### src/rtl/ptw_pkg.sv
`timescale 1ns/1ps
package ptw_pkg;
  localparam int DW    = 64;
  localparam int IDX_W = 10;

  typedef enum logic [2:0] {
    ST_IDLE = 3'd0,
    ST_L1   = 3'd1,
    ST_L2   = 3'd2,
    ST_L3   = 3'd3,
    ST_DONE = 3'd4
  } walk_st_t;

  typedef enum logic [2:0] {
    FC_NONE = 3'd0,
    FC_ACV  = 3'd1,
    FC_TNV  = 3'd2,
    FC_FOR  = 3'd3,
    FC_FOW  = 3'd4,
    FC_FOE  = 3'd5
  } fcode_t;

  // entry bit positions decoded by the walker
  localparam int B_VAL = 0;
  localparam int B_FO  = 1;   // three fault-on bits from here
  localparam int B_RE  = 8;   // four read enables, one per mode
  localparam int B_WE  = 12;  // four write enables, one per mode

  // address of one 8-byte slot in a table
  function automatic logic [DW-1:0] slot_addr(input logic [DW-1:0] base,
                                              input logic [IDX_W-1:0] idx);
    logic [DW-1:0] off;
    off = '0;
    off[IDX_W+2:3] = idx;
    return base + off;
  endfunction

  // base of the table or page named by an entry
  function automatic logic [DW-1:0] frame_of(input logic [DW-1:0] pte, input int pg_bits);
    logic [DW-1:0] pfn;
    pfn = {32'b0, pte[DW-1:32]};
    return pfn << pg_bits;
  endfunction

  // table index for level lvl (0 = first)
  function automatic logic [IDX_W-1:0] level_idx(input logic [DW-1:0] va,
                                                 input int pg_bits, input int lvl);
    logic [DW-1:0] s;
    s = va >> (pg_bits + IDX_W * (2 - lvl));
    return s[IDX_W-1:0];
  endfunction
endpackage

### src/rtl/ptw_region_decode.sv
`timescale 1ns/1ps
module ptw_region_decode
  import ptw_pkg::*;
#(
  parameter int VA_BITS = 43
) (
  input  logic [DW-1:0] va,
  output logic          range_bad,
  output logic          direct_hit,
  output logic [DW-1:0] direct_pa
);
  localparam int TOP_W  = DW - VA_BITS;
  localparam int WIN_LO = VA_BITS - 3;

  logic [TOP_W-1:0] top_bits;
  assign top_bits   = va[DW-1:VA_BITS];
  assign range_bad  = !((&top_bits) || (top_bits == '0));
  assign direct_hit = va[DW-1] && (va[VA_BITS-1 -: 2] == 2'b10);

  always_comb begin
    direct_pa = '0;
    direct_pa[WIN_LO-1:0] = va[WIN_LO-1:0];
    direct_pa[WIN_LO+3]   = va[WIN_LO];
  end
endmodule

### src/rtl/ptw_node_check.sv
`timescale 1ns/1ps
module ptw_node_check
  import ptw_pkg::*;
(
  input  logic   ent_valid,
  input  logic   ent_kread,
  output fcode_t code
);
  always_comb begin
    if (!ent_valid)      code = FC_TNV;
    else if (!ent_kread) code = FC_ACV;
    else                 code = FC_NONE;
  end
endmodule

### src/rtl/ptw_leaf_eval.sv
`timescale 1ns/1ps
module ptw_leaf_eval
  import ptw_pkg::*;
(
  input  logic       ent_valid,
  input  logic [2:0] ent_fo,     // fault-on read, write, execute
  input  logic [3:0] ent_re,     // read enable per mode
  input  logic [3:0] ent_we,     // write enable per mode
  input  logic [1:0] mode,
  input  logic [2:0] need,
  output logic [2:0] grant,
  output fcode_t     code
);
  logic       rd_en, wr_en;
  logic [2:0] raw;

  always_comb begin
    rd_en = ent_re[mode];
    wr_en = ent_we[mode];
    raw   = {rd_en, wr_en, rd_en};
    grant = raw & ~ent_fo;
    if (!ent_valid)                             code = FC_TNV;
    else if ((need != 3'b0) && ((raw & need) == 3'b0))   code = FC_ACV;
    else if ((need != 3'b0) && ((grant & need) == 3'b0)) begin
      if (need[2])      code = FC_FOE;
      else if (need[1]) code = FC_FOW;
      else              code = FC_FOR;
    end else                                    code = FC_NONE;
  end
endmodule

### src/rtl/ptw_walker.sv
`timescale 1ns/1ps
module ptw_walker
  import ptw_pkg::*;
#(
  parameter int PG_BITS = 13,
  parameter int VA_BITS = 43
) (
  input  logic          clk,
  input  logic          rst_n,
  input  logic          req_valid,
  input  logic [DW-1:0] req_vaddr,
  input  logic [2:0]    req_mode,
  input  logic [2:0]    req_need,
  input  logic [DW-1:0] pt_base,
  output logic          mem_req,
  output logic [DW-1:0] mem_addr,
  input  logic          mem_rvalid,
  input  logic [DW-1:0] mem_rdata,
  output logic          busy,
  output logic          done,
  output logic [DW-1:0] res_paddr,
  output logic [2:0]    res_prot,
  output logic [2:0]    res_code
);
  localparam logic [DW-1:0] OFF_MASK = (DW'(1) << PG_BITS) - DW'(1);

  walk_st_t      st_q;
  logic          mem_req_q;
  logic [DW-1:0] mem_addr_q;
  logic [DW-1:0] va_q;
  logic [2:0]    mode_q;
  logic [2:0]    need_q;
  logic [DW-1:0] pa_q;
  logic [2:0]    prot_q;
  fcode_t        code_q;

  // named events
  logic acc_fire;
  logic rsp_take;
  logic fin_now;
  logic go_walk;
  logic step_next;
  logic [DW-1:0] fin_pa;
  logic [2:0]    fin_prot;
  fcode_t        fin_code;

  logic          rg_range_bad, rg_direct;
  logic [DW-1:0] rg_direct_pa;
  fcode_t        node_code;
  fcode_t        leaf_code;
  logic [2:0]    leaf_grant;

  assign acc_fire = req_valid && (st_q == ST_IDLE);
  assign rsp_take = mem_rvalid && !mem_req_q &&
                    ((st_q == ST_L1) || (st_q == ST_L2) || (st_q == ST_L3));

  ptw_region_decode #(.VA_BITS(VA_BITS)) u_region (
    .va         (req_vaddr),
    .range_bad  (rg_range_bad),
    .direct_hit (rg_direct),
    .direct_pa  (rg_direct_pa)
  );

  ptw_node_check u_node (
    .ent_valid (mem_rdata[B_VAL]),
    .ent_kread (mem_rdata[B_RE]),
    .code      (node_code)
  );

  ptw_leaf_eval u_leaf (
    .ent_valid (mem_rdata[B_VAL]),
    .ent_fo    (mem_rdata[B_FO +: 3]),
    .ent_re    (mem_rdata[B_RE +: 4]),
    .ent_we    (mem_rdata[B_WE +: 4]),
    .mode      (mode_q[1:0]),
    .need      (need_q),
    .grant     (leaf_grant),
    .code      (leaf_code)
  );

  always_comb begin
    fin_now   = 1'b0;
    fin_pa    = '0;
    fin_prot  = 3'b000;
    fin_code  = FC_NONE;
    go_walk   = 1'b0;
    step_next = 1'b0;
    case (st_q)
      ST_IDLE: if (req_valid) begin
        if (req_mode[2]) begin
          fin_now  = 1'b1;
          fin_pa   = req_vaddr;
          fin_prot = 3'b111;
        end else if (rg_range_bad) begin
          fin_now  = 1'b1;
          fin_code = FC_ACV;
        end else if (rg_direct) begin
          fin_now = 1'b1;
          if (req_mode == 3'd0) begin
            fin_pa   = rg_direct_pa;
            fin_prot = 3'b111;
          end else begin
            fin_code = FC_ACV;
          end
        end else begin
          go_walk = 1'b1;
        end
      end
      ST_L1, ST_L2: if (rsp_take) begin
        if (node_code != FC_NONE) begin
          fin_now  = 1'b1;
          fin_code = node_code;
        end else begin
          step_next = 1'b1;
        end
      end
      ST_L3: if (rsp_take) begin
        fin_now  = 1'b1;
        fin_code = leaf_code;
        if (leaf_code == FC_NONE) begin
          fin_pa   = frame_of(mem_rdata, PG_BITS) | (va_q & OFF_MASK);
          fin_prot = leaf_grant;
        end
      end
      default: ;
    endcase
  end

  always_ff @(posedge clk) begin
    if (!rst_n) begin
      st_q       <= ST_IDLE;
      mem_req_q  <= 1'b0;
      mem_addr_q <= '0;
      va_q       <= '0;
      mode_q     <= 3'd0;
      need_q     <= 3'd0;
      pa_q       <= '0;
      prot_q     <= 3'd0;
      code_q     <= FC_NONE;
    end else begin
      mem_req_q <= 1'b0;
      case (st_q)
        ST_IDLE: if (acc_fire) begin
          va_q   <= req_vaddr;
          mode_q <= req_mode;
          need_q <= req_need;
          if (go_walk) begin
            st_q       <= ST_L1;
            mem_req_q  <= 1'b1;
            mem_addr_q <= slot_addr(pt_base, level_idx(req_vaddr, PG_BITS, 0));
          end
        end
        ST_L1, ST_L2: if (step_next) begin
          st_q       <= (st_q == ST_L1) ? ST_L2 : ST_L3;
          mem_req_q  <= 1'b1;
          mem_addr_q <= slot_addr(frame_of(mem_rdata, PG_BITS),
                                  level_idx(va_q, PG_BITS, (st_q == ST_L1) ? 1 : 2));
        end
        ST_DONE: st_q <= ST_IDLE;
        default: ;
      endcase
      if (fin_now) begin
        st_q   <= ST_DONE;
        pa_q   <= fin_pa;
        prot_q <= fin_prot;
        code_q <= fin_code;
      end
    end
  end

  logic unused_bits;
  assign unused_bits = ^{mem_rdata[31:16], mem_rdata[7:4], mode_q[2]};

  assign mem_req   = mem_req_q;
  assign mem_addr  = mem_addr_q;
  assign busy      = (st_q != ST_IDLE);
  assign done      = (st_q == ST_DONE);
  assign res_paddr = pa_q;
  assign res_prot  = prot_q;
  assign res_code  = code_q;
endmodule

### config.mk
export PLATFORM = sky130hd
export DESIGN_NAME = ptw_walker
export DESIGN_NICKNAME = d
export VERILOG_FILES = /design/src/rtl/ptw_pkg.sv /design/src/rtl/ptw_region_decode.sv /design/src/rtl/ptw_node_check.sv /design/src/rtl/ptw_leaf_eval.sv /design/src/rtl/ptw_walker.sv
export SDC_FILE = /design/constraint.sdc
export NUM_CORES = 1
export LEC_CHECK = 0
export ABC_AREA = 1
export BUFFER_PORTS_ARGS = -buffer_cell sky130_fd_sc_hd__buf_2
export CORE_AREA = 4 4 151 153
export CTS_BUF_LIST = sky130_fd_sc_hd__clkbuf_4 sky130_fd_sc_hd__clkbuf_8
export DETAILED_ROUTE_END_ITERATION = 10
export DIE_AREA = 0 0 155 157
export GPL_TIMING_DRIVEN = 0
export PLACE_DENSITY = 0.79
export SYNTH_ARGS = -nofsm -noshare
export SYNTH_HDL_FRONTEND = slang
export SYNTH_SLANG_ARGS = --single-unit
### constraint.sdc
create_clock -name clk -period 2.1 [get_ports clk]
set_input_delay 0.315 -clock clk [delete_from_list [all_inputs] [get_ports clk]]
set_output_delay 0.315 -clock clk [all_outputs]
set_load 0.02 [all_outputs]
* Word level (Yosys, flattened, before mapping) *
Index checks and enable logic that the tools add are counted.

operators by class
  add/subtract/negate cells = 4
  multipliers = 1
  divide/modulo/power cells = 0
  magnitude comparators = 1
  equal/unequal tests = 11
  shifts and indexed selects = 1
  muxes and demuxes = 67
  bitwise operators = 6
  reductions and logical operators = 29

operator list
  kind                                                                    count
  64-bit two-way mux                                                      5
  64-bit one-hot mux with 2 select lines                                  2
  44-bit two-way mux                                                      3
  45-bit two-way mux                                                      2
  64-bit by 13-bit adder with 64-bit output                               1
  64-bit by 32-bit right shift with 10-bit output                         1
  3-bit two-way mux                                                       20
  45-bit by 13-bit adder with 46-bit output                               1
  45-bit by 13-bit bitwise OR with 45-bit output                          1
  1-bit two-way mux                                                       27
  21-bit zero test                                                        1
  21-bit AND reduction                                                    1
  3-bit one-hot mux with 3 select lines                                   2
  3-bit zero test                                                         5
  4-bit AND reduction                                                     3
  3-bit nonzero test                                                      4
  5-bit by 8-bit adder with 9-bit output (first input constant)           1
  3-bit AND                                                               3
  3-bit != test (second input constant)                                   3
  4-bit by 3-bit multiplier with 7-bit output (first input constant)      1
  3-bit by 2-bit equality test with 1-bit output (second input constant)  2
  1-bit logical AND                                                       6
  2-bit != test (second input constant)                                   3
  3-bit one-hot mux with 2 select lines                                   1
  17 further kinds                                                        21

word-level totals
  bits in registers = 207
  bits in latches = 0
  bits in writable memories = 0
  memory bits (read-only) = 0
  input bits = 202
  output and inout bits = 137
  word-level logic and storage cells = 130
  memories kept = 0

* Longest topological paths before layout *
  depth in word-level cells = 13
  gate-level depth with buffers = 15
  depth with buffers taken out = 15

* Hierarchy *
A second synthesis with hierarchy kept.

second synthesis, totals
  cell total of the unflattened synthesis = 1741
  area total of the unflattened synthesis = 11048.1 µm²

modules (own cells, without submodules)
  module             times used  cells each  area each (µm²)  seq. area each (µm²)
  ptw_walker         1           1588        10163.5          3523.4
  ptw_region_decode  1           107         650.6            0.0
  ptw_leaf_eval      1           42          212.7            0.0
  ptw_node_check     1           4           21.3             0.0

* Worst setup path before layout *
Ideal clock, no wire load.

  path type = input to register
  from = in req_vaddr[33]
  to = reg mem_addr_q[35] (netlist: mem_addr[35])
  library setup time = 116 ps
  arrival = 1953 ps
  required time = 1984 ps
  slack = 31 ps
  cell stages on the path = 15
  path buffers = 0
  cells stage by stage = ha_1 -> inv_1 -> fa_1 -> inv_1 -> nand3_1 -> nand3_1 -> nand2_1 -> nand2_1 -> nand2_1 -> nand2_1 -> nand2_1 -> nand2_1 -> nand3_1 -> a21oi_1 -> nor2_1

on the way
  longest elaborated chain between the ends = 4

RTL lines
  item                                       line               source
  start: declaration                         ptw_walker.sv:11   input logic [DW-1:0] req_vaddr,
  64-bit by 13-bit adder with 64-bit output  ptw_pkg.sv:35      return base + off;
  64-bit two-way mux                         ptw_walker.sv:147  if (go_walk) begin
  64-bit two-way mux                         ptw_walker.sv:143  ST_IDLE: if (acc_fire) begin
  64-bit one-hot mux with 2 select lines     ptw_walker.sv:142  case (st_q)
  end signal: assignment                     ptw_walker.sv:150  mem_addr_q <= slot_addr(pt_base, level_idx(req_vaddr, PG_BITS, 0));
  end signal: assignment                     ptw_walker.sv:156  mem_addr_q <= slot_addr(frame_of(mem_rdata, PG_BITS),
  end: declaration                           ptw_walker.sv:29   logic [DW-1:0] mem_addr_q;

No other way between the ends. The select of a mux whose other input is x is not followed.
A chain may end at the register's enable or synchronous reset.

* Worst setup path in the final report *
  from = reg mode_q[0]
  to = reg pa_q[34] (netlist: res_paddr[34])

on the way
  longest elaborated chain between the ends = 13
  elaborated cells between the ends (all ways) = 18
  those cells by class = 10 x mux; 3 x bitwise; 5 x reduce/logical

RTL lines
  item                                                                 line                                      source
  start: declaration                                                   ptw_walker.sv:31                          logic [2:0] mode_q;
  start signal: assignment                                             ptw_walker.sv:145                         mode_q <= req_mode;
  1-bit binary-select mux with 2-bit select, on equally long branches  ptw_leaf_eval.sv:18, ptw_leaf_eval.sv:19
  1-bit two-way mux, on equally long branches                          ptw_leaf_eval.sv:18, ptw_leaf_eval.sv:19
  3-bit AND                                                            ptw_leaf_eval.sv:21                       grant = raw & ~ent_fo;
  3-bit AND                                                            ptw_leaf_eval.sv:24                       else if ((need != 3'b0) && ((grant & need) == 3'b0)) begin
  3-bit zero test                                                      ptw_leaf_eval.sv:24
  1-bit logical AND                                                    ptw_leaf_eval.sv:24
  3-bit two-way mux                                                    ptw_leaf_eval.sv:24
  3-bit two-way mux *                                                  ptw_leaf_eval.sv:23                       else if ((need != 3'b0) && ((raw & need) == 3'b0)) code = FC_ACV;
  3-bit two-way mux *                                                  ptw_leaf_eval.sv:22                       if (!ent_valid) code = FC_TNV;
  3-bit zero test *                                                    ptw_walker.sv:120                         if (leaf_code == FC_NONE) begin
  45-bit two-way mux *                                                 ptw_walker.sv:120
  45-bit two-way mux *                                                 ptw_walker.sv:117                         ST_L3: if (rsp_take) begin
  64-bit one-hot mux with 2 select lines *                             ptw_walker.sv:88                          case (st_q)
  end signal: assignment                                               ptw_walker.sv:164                         pa_q <= fin_pa;
  end: declaration                                                     ptw_walker.sv:33                          logic [DW-1:0] pa_q;

Mark *: on every way between the ends. The rest lies on a longest branch, timed or not. The select of a mux whose other input is x is not followed.

==> results.sh <==
export IMPL_status="finished clean"
export IMPL_core_um2=21600
export IMPL_synth_top_area_cell="dfxtp_1"
export IMPL_syn_area_per_cell_um2=6.19
export IMPL_yosysUniqueCellTypes=40
export IMPL_syn_instance_count=1645
export IMPL_worstMarginPinSlew_ns=0.685
export IMPL_row_count=54
export IMPL_ir_drop_mv=0.523
export IMPL_via_count=12900
export IMPL_clock_latency_ns=0.50
export IMPL_drv_slew=0
export IMPL_layout_min_cycle_time_ns=2.03
export IMPL_slew_headroom_pct=54.0
export IMPL_ios=339
export IMPL_p_leak_nw=6.00
export IMPL_hp_start="req_vaddr[49]"
export IMPL_hold_ws_ns=0.0471
export IMPL_tns_ns=0
export IMPL_drtIter0Drc=1421
export IMPL_min_delay_path_depth=3
export IMPL_die_y_um=157
export IMPL_end_kind="flop"
export IMPL_cp_arrival_ns=2.45
export IMPL_clkSinkCount=176
export IMPL_netlist_area_um2=10200
export IMPL_fin_skew_ns=0.0369
export IMPL_p_per_area_nw_per_um2=708
export IMPL_start_util_pct=47.2
export IMPL_stdcell_area_um2=12700
export IMPL_fin_nets=2197
export IMPL_finalHoldViolations=0
export IMPL_die_x_um=155
export IMPL_worstPathRequired_ns=2.52
export IMPL_clk_pin_slew_ns=0.14
export IMPL_h_tree_depth=4
export IMPL_seq_area_frac_synth_pct=34.6
export IMPL_ys_ff_latch=176
export IMPL_port_buffers=318
export IMPL_place_area_um2=12100
export IMPL_dieArea_um2=24300
export IMPL_synth_top_area_share_pct=34.6
export IMPL_crit_path_start_kind="flop"
export IMPL_crit_type="reg -> reg"
export IMPL_cts_inserted_buffers=17
export IMPL_place_congestion=0.970
export IMPL_grt_pass1_vias=11500
export IMPL_path_cells="inv_1 -> nand2_1 -> nand3_1 -> nand2_1 -> o211ai_1 -> nand2_1 -> inv_2 -> buf_2 -> nand3_1 -> a31oi_1"
export IMPL_critPathMaxFanout=10
export IMPL_grt_ovfl_total=0
export IMPL_drv_cap=0
export IMPL_syn_nets=1858
export IMPL_fmax_ghz=0.492
export IMPL_syn2layout_area_growth_pct=25.1
export IMPL_min_period_over_period_pct=96.9
export IMPL_cp_depth=10
export IMPL_remaining_drc_errors=0
export IMPL_final_seq_area_um2=3530
export IMPL_rr_startpoint="mode_q[0]$_SDFFE_PN0P_"
export IMPL_wl_um=46100
export IMPL_rr_worst_depth=10
export IMPL_multi_input_area_um2=5960
export IMPL_slowest_delay_ns=0.38
export IMPL_r2r_slack_ns=0.07
export IMPL_path_buf_inv=3
export IMPL_clockBufferDepth=2
export IMPL_grt_start_max_net_pins=22
export IMPL_final_core_util_pct=59.1
export IMPL_path_common_cell="nand2_1"
export IMPL_cp_slowest_cell="dfxtp_1"
export IMPL_fill_cells=2232
export IMPL_drive_above_1_share_pct=24.1
export IMPL_synth_top_cells_by_area="dfxtp_1 (35%), nand2_1 (19%), nand3_1 (12%)"
export IMPL_routed_via_density=5.67
export IMPL_antenna_found_initial=0
export IMPL_dp_hpwl_um=37400
export IMPL_tritoncts="yes"
export IMPL_root_buffer="clkbuf_8"
export IMPL_drtAntennaViolNets=0
export IMPL_grt_usage_pct=35.8
export IMPL_wl_per_cell_um=20.2
export IMPL_min_to="res_paddr[49]$_SDFFE_PN0P_"
export IMPL_grt_pass1_wl_um=66900
export IMPL_yosys_warnings=0
export IMPL_firstDrtPassIters=8
export IMPL_setup_violations_final=0
export IMPL_rr_endpoint="res_paddr[34]$_SDFFE_PN0P_"
export IMPL_cpLargestDelayFamily="simple AND/OR/NAND/NOR gates"
export IMPL_hp_class="in -> reg"
export IMPL_rsz0062_at_grt="false"
==> Yosys cell counts <==
cell type and n:
fa_1 1, nor3_2 1, a31oi_1 48, xnor2_1 3, a21boi_0 1, a21oi_2 2
a21oi_1 115, buf_6 1, xor2_1 5, or2_2 32, nor3b_1 1, a31o_2 1
nand4_1 17, a21o_1 1, nand3_1 243, o21bai_1 1, buf_2 33, or2_0 1
nor2_2 4, nand3_2 2, ha_1 10, clkbuf_1 38, buf_1 3, nor3_1 24
nor4_1 2, nand2_1 509, nor2_1 165, o211ai_1 2, nand2_2 3, nor2_4 2
and2_1 1, o21ai_0 53, and3_1 2, inv_1 115, o21ai_1 1, buf_4 3
inv_2 9, o22ai_1 2, nand3b_1 12, dfxtp_1 176
==> tightest hold or removal path: cells and delay by family <==
family	cells	cell delay, ns
buffers and inverters	1	0.10
AND/OR/NAND/NOR	2	0.13
==> logic make-up after synthesis <==
logic type,count (synthesis),share of synthesized area [%]
adders and majority gates,11,1.43
DFF,176,34.6
and+or+nand+nor,1021,43.2
buffers and inverters,202,8.04
xor gates and xnor gates,8,0.688
AOI/OAI and AO/OA,227,12.0
==> metrics by stage <==
step           std cells  total power, W  worst slack (ns)
2_1_floorplan       1645         0.00526            0.0308
3_3_place_gp        2243         0.00633            -0.591
3_5_place_dp        2243         0.00636            -0.609
4_1_cts             2276         0.00889           0.00473
5_1_grt             2277         0.00938           0.00156
6_report            2279         0.00902            0.0660
==> cell usage in the layout, fill, tap and decap left out, types with 3 or more instances in the layout <==
cell type,count
a21oi_1,114
a31oi_1,48
buf_2,345
buf_4,7
clkbuf_1,28
clkbuf_2,8
clkbuf_4,7
clkbuf_8,17
clkinv_8,6
dfxtp_1,173
dfxtp_2,3
ha_1,8
inv_1,114
inv_12,3
inv_2,10
nand2_1,504
nand2_2,6
nand3_1,238
nand3_2,5
nand3b_1,12
nand4_1,17
nor2_1,159
nor2_2,9
nor2_4,3
nor3_1,23
o21ai_0,52
or2_2,32
xor2_1,5
==> final cells by class <==
cell class                 count  share of cell area [%]
clock buffer                  17                    1.84
multi-input combinational   1267                    46.8
antenna                        2                  0.0393
tap                          280                    2.75
inverter                     124                    3.65
clock inverter                15                    1.59
timing repair buffer         320                    12.6
sequential                   176                    27.7
buffer                        78                    3.05
==> flip-flops by register name (all words and copies together) (netlist names) <==
name,count
mode_q,2
mem_req,1
va_q,33
res_prot,3
res_code,3
mem_addr,64
res_paddr,64
need_q,3
st_q,3
==> worst max-delay path by stage <==
stage	startpoint	to	slack [ns]
after floorplan	req_vaddr[33]	mem_addr[35]$_SDFFE_PN0P_	0.03
after CTS	req_vaddr[42]	mem_addr[21]$_SDFFE_PN0P_	0.005
after global routing	req_vaddr[42]	mem_addr[18]$_SDFFE_PN0P_	0.002
final	mode_q[0]$_SDFFE_PN0P_	res_paddr[34]$_SDFFE_PN0P_	0.07
after global placement	req_vaddr[33]	mem_addr[19]$_SDFFE_PN0P_	-0.59
after detailed placement	req_vaddr[33]	mem_addr[47]$_SDFFE_PN0P_	-0.61
==> layer usage <==
layer | GRT usage, % | part of all wire, % | vias up
met5 | 0 | 0 | -
met4 | 14.5 | 4.5 | 0
met3 | 8.00 | 9.9 | 116
met2 | 57.0 | 44 | 777
met1 | 47.3 | 41 | 5943
li1 | - | - | 6085
==> power breakdown <==
part           switching, W  leakage, nW  internal [W]
logic               0.00184         4.35      0.000797
clock network       0.00165        0.210      0.000945
registers          0.000171         1.44       0.00362
==> repair_timing <==
action / in CTS / in global routing
pin swaps: 1 / 1
cloned: 0 / 0
endpoints found under the hold margin: 0 / 0
buffers inserted: 1 / 1
resized for setup: 10 / 53
hold buffers: 0 / 0
endpoints found under the setup margin: 59 / 105
Power figures use the tool's default switching activity.
